### src/rtl/fc_pkg.sv
package fc_pkg;
  typedef enum logic [2:0] {
    ST_IDLE,
    ST_ARM,
    ST_GATE,
    ST_SETTLE,
    ST_CAPT,
    ST_SET,
    ST_CLR,
    ST_CHECK
  } fc_state_t;
endpackage

### src/rtl/fc_divstage.sv
module fc_divstage #(
  parameter int SYNC_STAGES = 2
) (
  input  logic clk,
  input  logic rst_n,
  input  logic sig_i,
  input  logic clr_i,
  input  logic set_i,
  output logic q_o,
  output logic q_rise_o
);
  logic [SYNC_STAGES:0] sync;
  logic q_d;
  logic sig_rise;

  always_ff @(posedge clk or negedge rst_n) begin
    if (!rst_n) sync[0] <= 1'b0;
    else        sync[0] <= sig_i;
  end

  for (genvar g = 1; g <= SYNC_STAGES; g++) begin : g_sync
    always_ff @(posedge clk or negedge rst_n) begin
      if (!rst_n) sync[g] <= 1'b0;
      else        sync[g] <= sync[g-1];
    end
  end

  assign sig_rise = sync[SYNC_STAGES-1] & ~sync[SYNC_STAGES];

  // clear dominates set, set dominates the toggle
  always_ff @(posedge clk or negedge rst_n) begin
    if (!rst_n) begin
      q_o <= 1'b0;
      q_d <= 1'b0;
    end else begin
      q_d <= q_o;
      if (clr_i)         q_o <= 1'b0;
      else if (set_i)    q_o <= 1'b1;
      else if (sig_rise) q_o <= ~q_o;
    end
  end

  assign q_rise_o = q_o & ~q_d;

  // the stage only rises because of an input edge or a set pulse
  p_rise_has_cause_r3: assert property (@(posedge clk) disable iff (!rst_n)
    $rose(q_o) |-> $past(sig_rise || set_i));
endmodule

### src/rtl/fc_chain.sv
module fc_chain #(
  parameter int PRE_W = 8,
  parameter int TMR_W = 16
) (
  input  logic             clk,
  input  logic             rst_n,
  input  logic             clr_i,
  input  logic             inc_i,
  output logic [TMR_W-1:0] timer_o
);
  localparam logic [PRE_W-1:0] PRE_MAX = '1;

  logic [PRE_W-1:0] pre;

  always_ff @(posedge clk or negedge rst_n) begin
    if (!rst_n) begin
      pre     <= '0;
      timer_o <= '0;
    end else if (clr_i) begin
      pre     <= '0;
      timer_o <= '0;
    end else if (inc_i) begin
      pre <= pre + 1'b1;
      if (pre == PRE_MAX) timer_o <= timer_o + 1'b1;
    end
  end

  // a prescaler wrap advances the timer by exactly one
  p_carry_r5: assert property (@(posedge clk) disable iff (!rst_n)
    (inc_i && !clr_i && pre == PRE_MAX) |=> (timer_o == $past(timer_o) + 1'b1));
endmodule

### src/rtl/fc_ctrl.sv
module fc_ctrl
  import fc_pkg::*;
#(
  parameter int GATE_W = 16,
  parameter int PRE_W  = 8,
  parameter int TMR_W  = 16
) (
  input  logic                   clk,
  input  logic                   rst_n,
  input  logic                   start_i,
  input  logic [GATE_W-1:0]      gate_len_i,
  input  logic [TMR_W-1:0]       timer_i,
  input  logic                   q_i,
  output logic                   clr_o,
  output logic                   set_o,
  output logic                   cnt_clr_o,
  output logic [PRE_W+TMR_W-1:0] result_o,
  output logic                   done_o,
  output logic                   err_o
);
  localparam logic [PRE_W:0] FULL = (PRE_W+1)'(1) << PRE_W;

  fc_state_t        state;
  logic [GATE_W-1:0] gate_cnt;
  logic [TMR_W-1:0]  cap;
  logic [PRE_W:0]    inj_cnt;
  logic              lsb_flip;

  function automatic logic [PRE_W-1:0] residue_of(input logic [PRE_W:0] injected);
    logic [PRE_W:0] diff;
    diff = FULL - injected;
    return diff[PRE_W-1:0];
  endfunction

  function automatic logic [PRE_W+TMR_W-1:0] assemble(input logic [TMR_W-1:0] hi,
                                                      input logic [PRE_W-1:0] lo);
    return {hi, lo};
  endfunction

  assign lsb_flip  = timer_i[0] != cap[0];
  assign clr_o     = (state != ST_GATE) && (state != ST_SET);
  assign set_o     = (state == ST_SET);
  assign cnt_clr_o = (state == ST_ARM);

  always_ff @(posedge clk or negedge rst_n) begin
    if (!rst_n) begin
      state    <= ST_IDLE;
      gate_cnt <= '0;
      cap      <= '0;
      inj_cnt  <= '0;
      result_o <= '0;
      done_o   <= 1'b0;
      err_o    <= 1'b0;
    end else begin
      done_o <= 1'b0;
      err_o  <= 1'b0;
      case (state)
        ST_IDLE: if (start_i) begin
          gate_cnt <= gate_len_i;
          state    <= ST_ARM;
        end
        ST_ARM: begin
          inj_cnt <= '0;
          state   <= ST_GATE;
        end
        ST_GATE:
          if (gate_cnt <= GATE_W'(1)) state <= ST_SETTLE;
          else gate_cnt <= gate_cnt - 1'b1;
        ST_SETTLE: state <= ST_CAPT;
        ST_CAPT: begin
          cap   <= timer_i;
          state <= ST_SET;
        end
        ST_SET: begin
          inj_cnt <= inj_cnt + 1'b1;
          state   <= ST_CLR;
        end
        ST_CLR: state <= ST_CHECK;
        ST_CHECK:
          if (lsb_flip) begin
            result_o <= assemble(cap, residue_of(inj_cnt));
            done_o   <= 1'b1;
            state    <= ST_IDLE;
          end else if (inj_cnt == FULL) begin
            result_o <= assemble(cap, '0);
            done_o   <= 1'b1;
            err_o    <= 1'b1;
            state    <= ST_IDLE;
          end else begin
            state <= ST_SET;
          end
        default: state <= ST_IDLE;
      endcase
    end
  end

  // the stage is back low before every set pulse
  p_low_before_set_r9: assert property (@(posedge clk) disable iff (!rst_n)
    (state == ST_SET) |-> !q_i);
  // injection never goes past a full prescaler cycle
  p_inj_bound_r8: assert property (@(posedge clk) disable iff (!rst_n)
    inj_cnt <= FULL);
  // err only accompanies done
  p_err_with_done_r8: assert property (@(posedge clk) disable iff (!rst_n)
    err_o |-> done_o);
  // done is a single-cycle pulse
  p_done_pulse_r6: assert property (@(posedge clk) disable iff (!rst_n)
    done_o |=> !done_o);
  // result holds between done pulses
  p_result_hold_r6: assert property (@(posedge clk) disable iff (!rst_n)
    !done_o |-> $stable(result_o));
endmodule

### src/rtl/freq_gate_counter.sv
module freq_gate_counter #(
  parameter int PRE_W       = 8,
  parameter int TMR_W       = 16,
  parameter int GATE_W      = 16,
  parameter int SYNC_STAGES = 2
) (
  input  logic                   clk,
  input  logic                   rst_n,
  input  logic                   start,
  input  logic [GATE_W-1:0]      gate_len,
  input  logic                   sig_in,
  output logic [PRE_W+TMR_W-1:0] result,
  output logic                   done,
  output logic                   err
);
  logic             frozen;
  logic             set_pulse;
  logic             cnt_clr;
  logic             stage_q;
  logic             stage_rise;
  logic [TMR_W-1:0] timer;

  fc_divstage #(.SYNC_STAGES(SYNC_STAGES)) u_div (
    .clk      (clk),
    .rst_n    (rst_n),
    .sig_i    (sig_in),
    .clr_i    (frozen),
    .set_i    (set_pulse),
    .q_o      (stage_q),
    .q_rise_o (stage_rise)
  );

  fc_chain #(.PRE_W(PRE_W), .TMR_W(TMR_W)) u_chain (
    .clk     (clk),
    .rst_n   (rst_n),
    .clr_i   (cnt_clr),
    .inc_i   (stage_rise),
    .timer_o (timer)
  );

  fc_ctrl #(.GATE_W(GATE_W), .PRE_W(PRE_W), .TMR_W(TMR_W)) u_ctrl (
    .clk        (clk),
    .rst_n      (rst_n),
    .start_i    (start),
    .gate_len_i (gate_len),
    .timer_i    (timer),
    .q_i        (stage_q),
    .clr_o      (frozen),
    .set_o      (set_pulse),
    .cnt_clr_o  (cnt_clr),
    .result_o   (result),
    .done_o     (done),
    .err_o      (err)
  );

  // two cycles of clear leave no edge for the prescaler
  p_frozen_quiet_r4: assert property (@(posedge clk) disable iff (!rst_n)
    (frozen && $past(frozen)) |-> !stage_rise);
endmodule

### config.mk
export PLATFORM = sky130hd
export DESIGN_NAME = freq_gate_counter
export DESIGN_NICKNAME = d
export VERILOG_FILES = /design/src/rtl/fc_pkg.sv /design/src/rtl/fc_divstage.sv /design/src/rtl/fc_chain.sv /design/src/rtl/fc_ctrl.sv /design/src/rtl/freq_gate_counter.sv
export SDC_FILE = /design/constraint.sdc
export NUM_CORES = 1
export LEC_CHECK = 0
export BUFFER_PORTS_ARGS = -buffer_cell sky130_fd_sc_hd__buf_2
export CORE_UTILIZATION = 50
export DETAILED_ROUTE_END_ITERATION = 16
export PLACE_DENSITY = 0.69
export SYNTH_ARGS = -nofsm -noshare
export SYNTH_HDL_FRONTEND = slang
export SYNTH_SLANG_ARGS = --single-unit
### constraint.sdc
create_clock -name clk -period 2.55 [get_ports clk]
set_input_delay 0.1275 -clock clk [delete_from_list [all_inputs] [get_ports clk]]
set_output_delay 0.1275 -clock clk [all_outputs]
set_load 0.03 [all_outputs]
==> reports/qor.csv <==
metric,value,unit
status,finished clean,
hold_sp,gate_len[10],
RR Startpoint,u_ctrl.inj_cnt[1],
placed wire-length estimate,6.25,mm
family with the most delay on the worst path,simple AND/OR/NAND/NOR gates,
Die Area,0.00971,mm2
CP startpoint kind,flip-flop,
pin count of the biggest net entering global routing,60,
final WL,8.96,mm
instance count on the critical path,8,
Final nets,541,
vias in the first global route,3426,
largest family of logic cells by synthesized area,simple AND/OR/NAND/NOR gates,
Synth Area in Compound Gates,9.80,%
Finished Layout Cells,628,
CP max-delay cell,or4b_4,
diode count,0,
Final Total Pwr,0.00280,W
clk root buf,clkbuf_8,
crit path max fanout,14,
Fin Setup TNS,0,ps
crit-path cells,"inv_1, ha_1, or3b_4, or4b_4, a21o_2, buf_4, nand2_1, nand2_1",
Pre-Repair DR Iteration Count,4,
CP most frequent cell,nand2_1,
Syn Nets,496,
Worst-Skew Late Latency,360,ps
Syn Area/Cell,9.92,um2
CTS max path bufs,2,
top_reg_cell synth,dfrtp_1,
# rows,34,
cell with the most instances after synthesis,dfrtp_1,
worst path arrival time,2620,ps
mux share of post-synthesis cell area,4.72,%
Post-Synth Adder-Cell Area,1.61,%
"CTS clk-pin slew, worst paths",100,ps
first-pass GRT wire length,15.6,mm
Syn Std Cell Area,0.00466,mm2
drt wl/cell,14.3,um
Crit. End Element,flip-flop,
global route overflow,0,
"Setup violations, final",0,
LEAKAGE,2.63,nW
share of the synthesized area in the top cell type,53.1,%
post-synth top area cell,dfrtp_1,
asr flop ratio synth,100,%
DRT antenna net count,0,
Worst Setup SP,u_ctrl.inj_cnt[1],
via/cell ratio,5.52,
all-layer global routing usage,19.9,%
Relative slew margins,52.2,%
share of layout cells above drive strength 1,18.8,%
die width,98.6,um
# clock sinks,99,
DRC,0,
worst vdd ir,0.000326,V
worst hold margin,56.4,ps
fmax,422,MHz
die height,98.6,um
max-slew violation count,0,
Synth top cells by count,"dfrtp_1 (99), nand2_1 (66), nor2_1 (57)",
yosys warns,0,
clk_skew,12.5,ps
Final min period,2370,ps
"reg-to-reg slack, setup",180,ps
CTS tree,built,
PwrDens,537,mW/mm2
xor/xnor share of the synthesized area,6.39,%
RSZ-0062 raised after global routing,no,
part of the Yosys area used for sequential elements,53.1,%
Port Buf Inserts,45,
Routability Congestion,0.827,
Final Cycle Share,93.0,%
crit path kind,flip-flop to flip-flop,
"slowest stage delay, CP",530,ps
worst slew pin tran,712,ps
Area Overhead vs Synth,11.9,%
Hold Path Class,primary input to flip-flop,
core box area,0.00889,mm2
Post-CTS Setup Inserts,0,
Netlist cell types,49,
drt initial violations,128,
max cap viols,0,
CTS H-tree depth,3,
simple-gate area share of the yosys netlist,20.6,%
post-synthesis register bit count,99,
crit path buf inv count,2,
Starting Density,52.4,%
WP data required,2800,ps
antenna violations before repair,0,
Cells after DPL,610,
Post-synth EDFFs,0,
TritonCTS buffer count,9,
number of cells on the worst reg-to-reg path,8,
Vias,3466,
I/O pins,46,
Syn Inst Count,470,
worst hold stages,3,
top area cells in the synthesized netlist,"dfrtp_1 (53%), nand2_1 (5.3%), nor2_1 (4.6%)",
final hold violation count,0,
[cell type report]
cell class                 count  area [um2]
tap                          108         135
inverter                      10        40.0
clock inverter                 6        58.8
multi-input combinational    336        2020
fill                         817        3670
clock buffer                  10         138
sequential                    99        2480
timing repair buffer          59         350
[worst reg2reg max path, stage by stage (launching register included)]
cell and delay, ps:
dfrtp_1 430, inv_1 90, ha_1 160, or3b_4 410
or4b_4 530, a21o_2 300, buf_4 220, nand2_1 80
nand2_1 50
[worst paths after layout]
kind	endpoint
worst max-delay path	u_ctrl.result_o[11]
worst min-delay path	u_ctrl.gate_cnt[10]
worst max register to register	u_ctrl.result_o[11]
worst min register to register	u_div.sync[1]
max in group asynchronous	u_ctrl.cap[1]
min in group asynchronous	u_ctrl.result_o[0]
[flip-flops by register name (all words and copies together), names as in the netlist]
| name | cells |
|---|---|
| u_chain.pre | 8 |
| u_chain.timer_o | 16 |
| u_ctrl.cap | 16 |
| u_ctrl.done_o | 1 |
| u_ctrl.err_o | 1 |
| u_ctrl.gate_cnt | 16 |
| u_ctrl.inj_cnt | 9 |
| u_ctrl.result_o | 24 |
| u_ctrl.state | 3 |
| u_div.q_d | 1 |
| u_div.q_o | 1 |
| u_div.sync | 3 |
[per-stage QoR]
stage | setup slack, ps | utilization (%) | instance area, um2
floorplan | 259 | - | 4660
global placement | 196 | 56.2 | 5000
detailed placement | 140 | 56.2 | 5000
CTS | 122 | 58.6 | 5210
global route | 38.7 | 58.7 | 5220
finish | 178 | 58.7 | 5220
[what timing repair did]
action                                 in CTS  in global routing
endpoints found under the hold margin      41                  0
setup endpoints to repair                   0                 17
resized for setup                           0                  2
hold buffers                                2                  0
[cell usage in the layout, fill, tap and decap left out, types with 2 or more instances in the layout]
cell type | Yosys | layout
buf_2 | 3 | 44
clkinv_4 | 0 | 2
o211ai_1 | 2 | 2
mux2i_1 | 4 | 4
o21a_1 | 2 | 2
a21oi_1 | 15 | 15
nor2b_1 | 4 | 4
xor2_1 | 21 | 21
nand2_1 | 66 | 66
xnor2_1 | 13 | 13
mux2_2 | 16 | 16
or4_1 | 4 | 4
dlygate4sd3_1 | 0 | 2
nand2b_1 | 2 | 2
ha_1 | 6 | 6
o31ai_1 | 3 | 3
or3_1 | 2 | 2
and3_1 | 8 | 8
or3b_2 | 2 | 2
buf_4 | 2 | 12
o21ai_0 | 28 | 28
inv_1 | 9 | 9
nand3b_1 | 2 | 2
nor2_1 | 57 | 57
a31oi_1 | 2 | 2
nand4_1 | 8 | 8
a22oi_1 | 2 | 2
a2bb2oi_1 | 2 | 2
a22o_1 | 7 | 7
clkbuf_8 | 0 | 10
dfrtp_1 | 99 | 99
and2_1 | 2 | 2
nand3_1 | 18 | 18
inv_6 | 0 | 2
or3b_4 | 2 | 2
o22ai_1 | 3 | 3
nor3_1 | 14 | 13
nor4_1 | 7 | 7
[per-layer routing]
metal	vias to the layer above	GRT usage, %	part of all wire (%)
met1	1685	28.4	51
met4	0	6.54	1.0
met2	66	31.7	46
met3	9	2.70	2.5
li1	1706	-	-
met5	-	0	0
[report_power, final]
| part | switching [W] | internal [W] |
|---|---|---|
| Sequential | 0.0000449 | 0.00162 |
| Clock | 0.000564 | 0.000400 |
| Combinational | 0.0000967 | 0.0000763 |
| Total | 0.000706 | 0.00209 |
[kinds of logic after synthesis]
logic type	after synthesis
simple gates	203
mux	20
fa+ha+maj	6
flops	99
compound gates	73
xor+xnor	34
buf+inv	35
No activity file was read; power rests on OpenSTA's default activity.
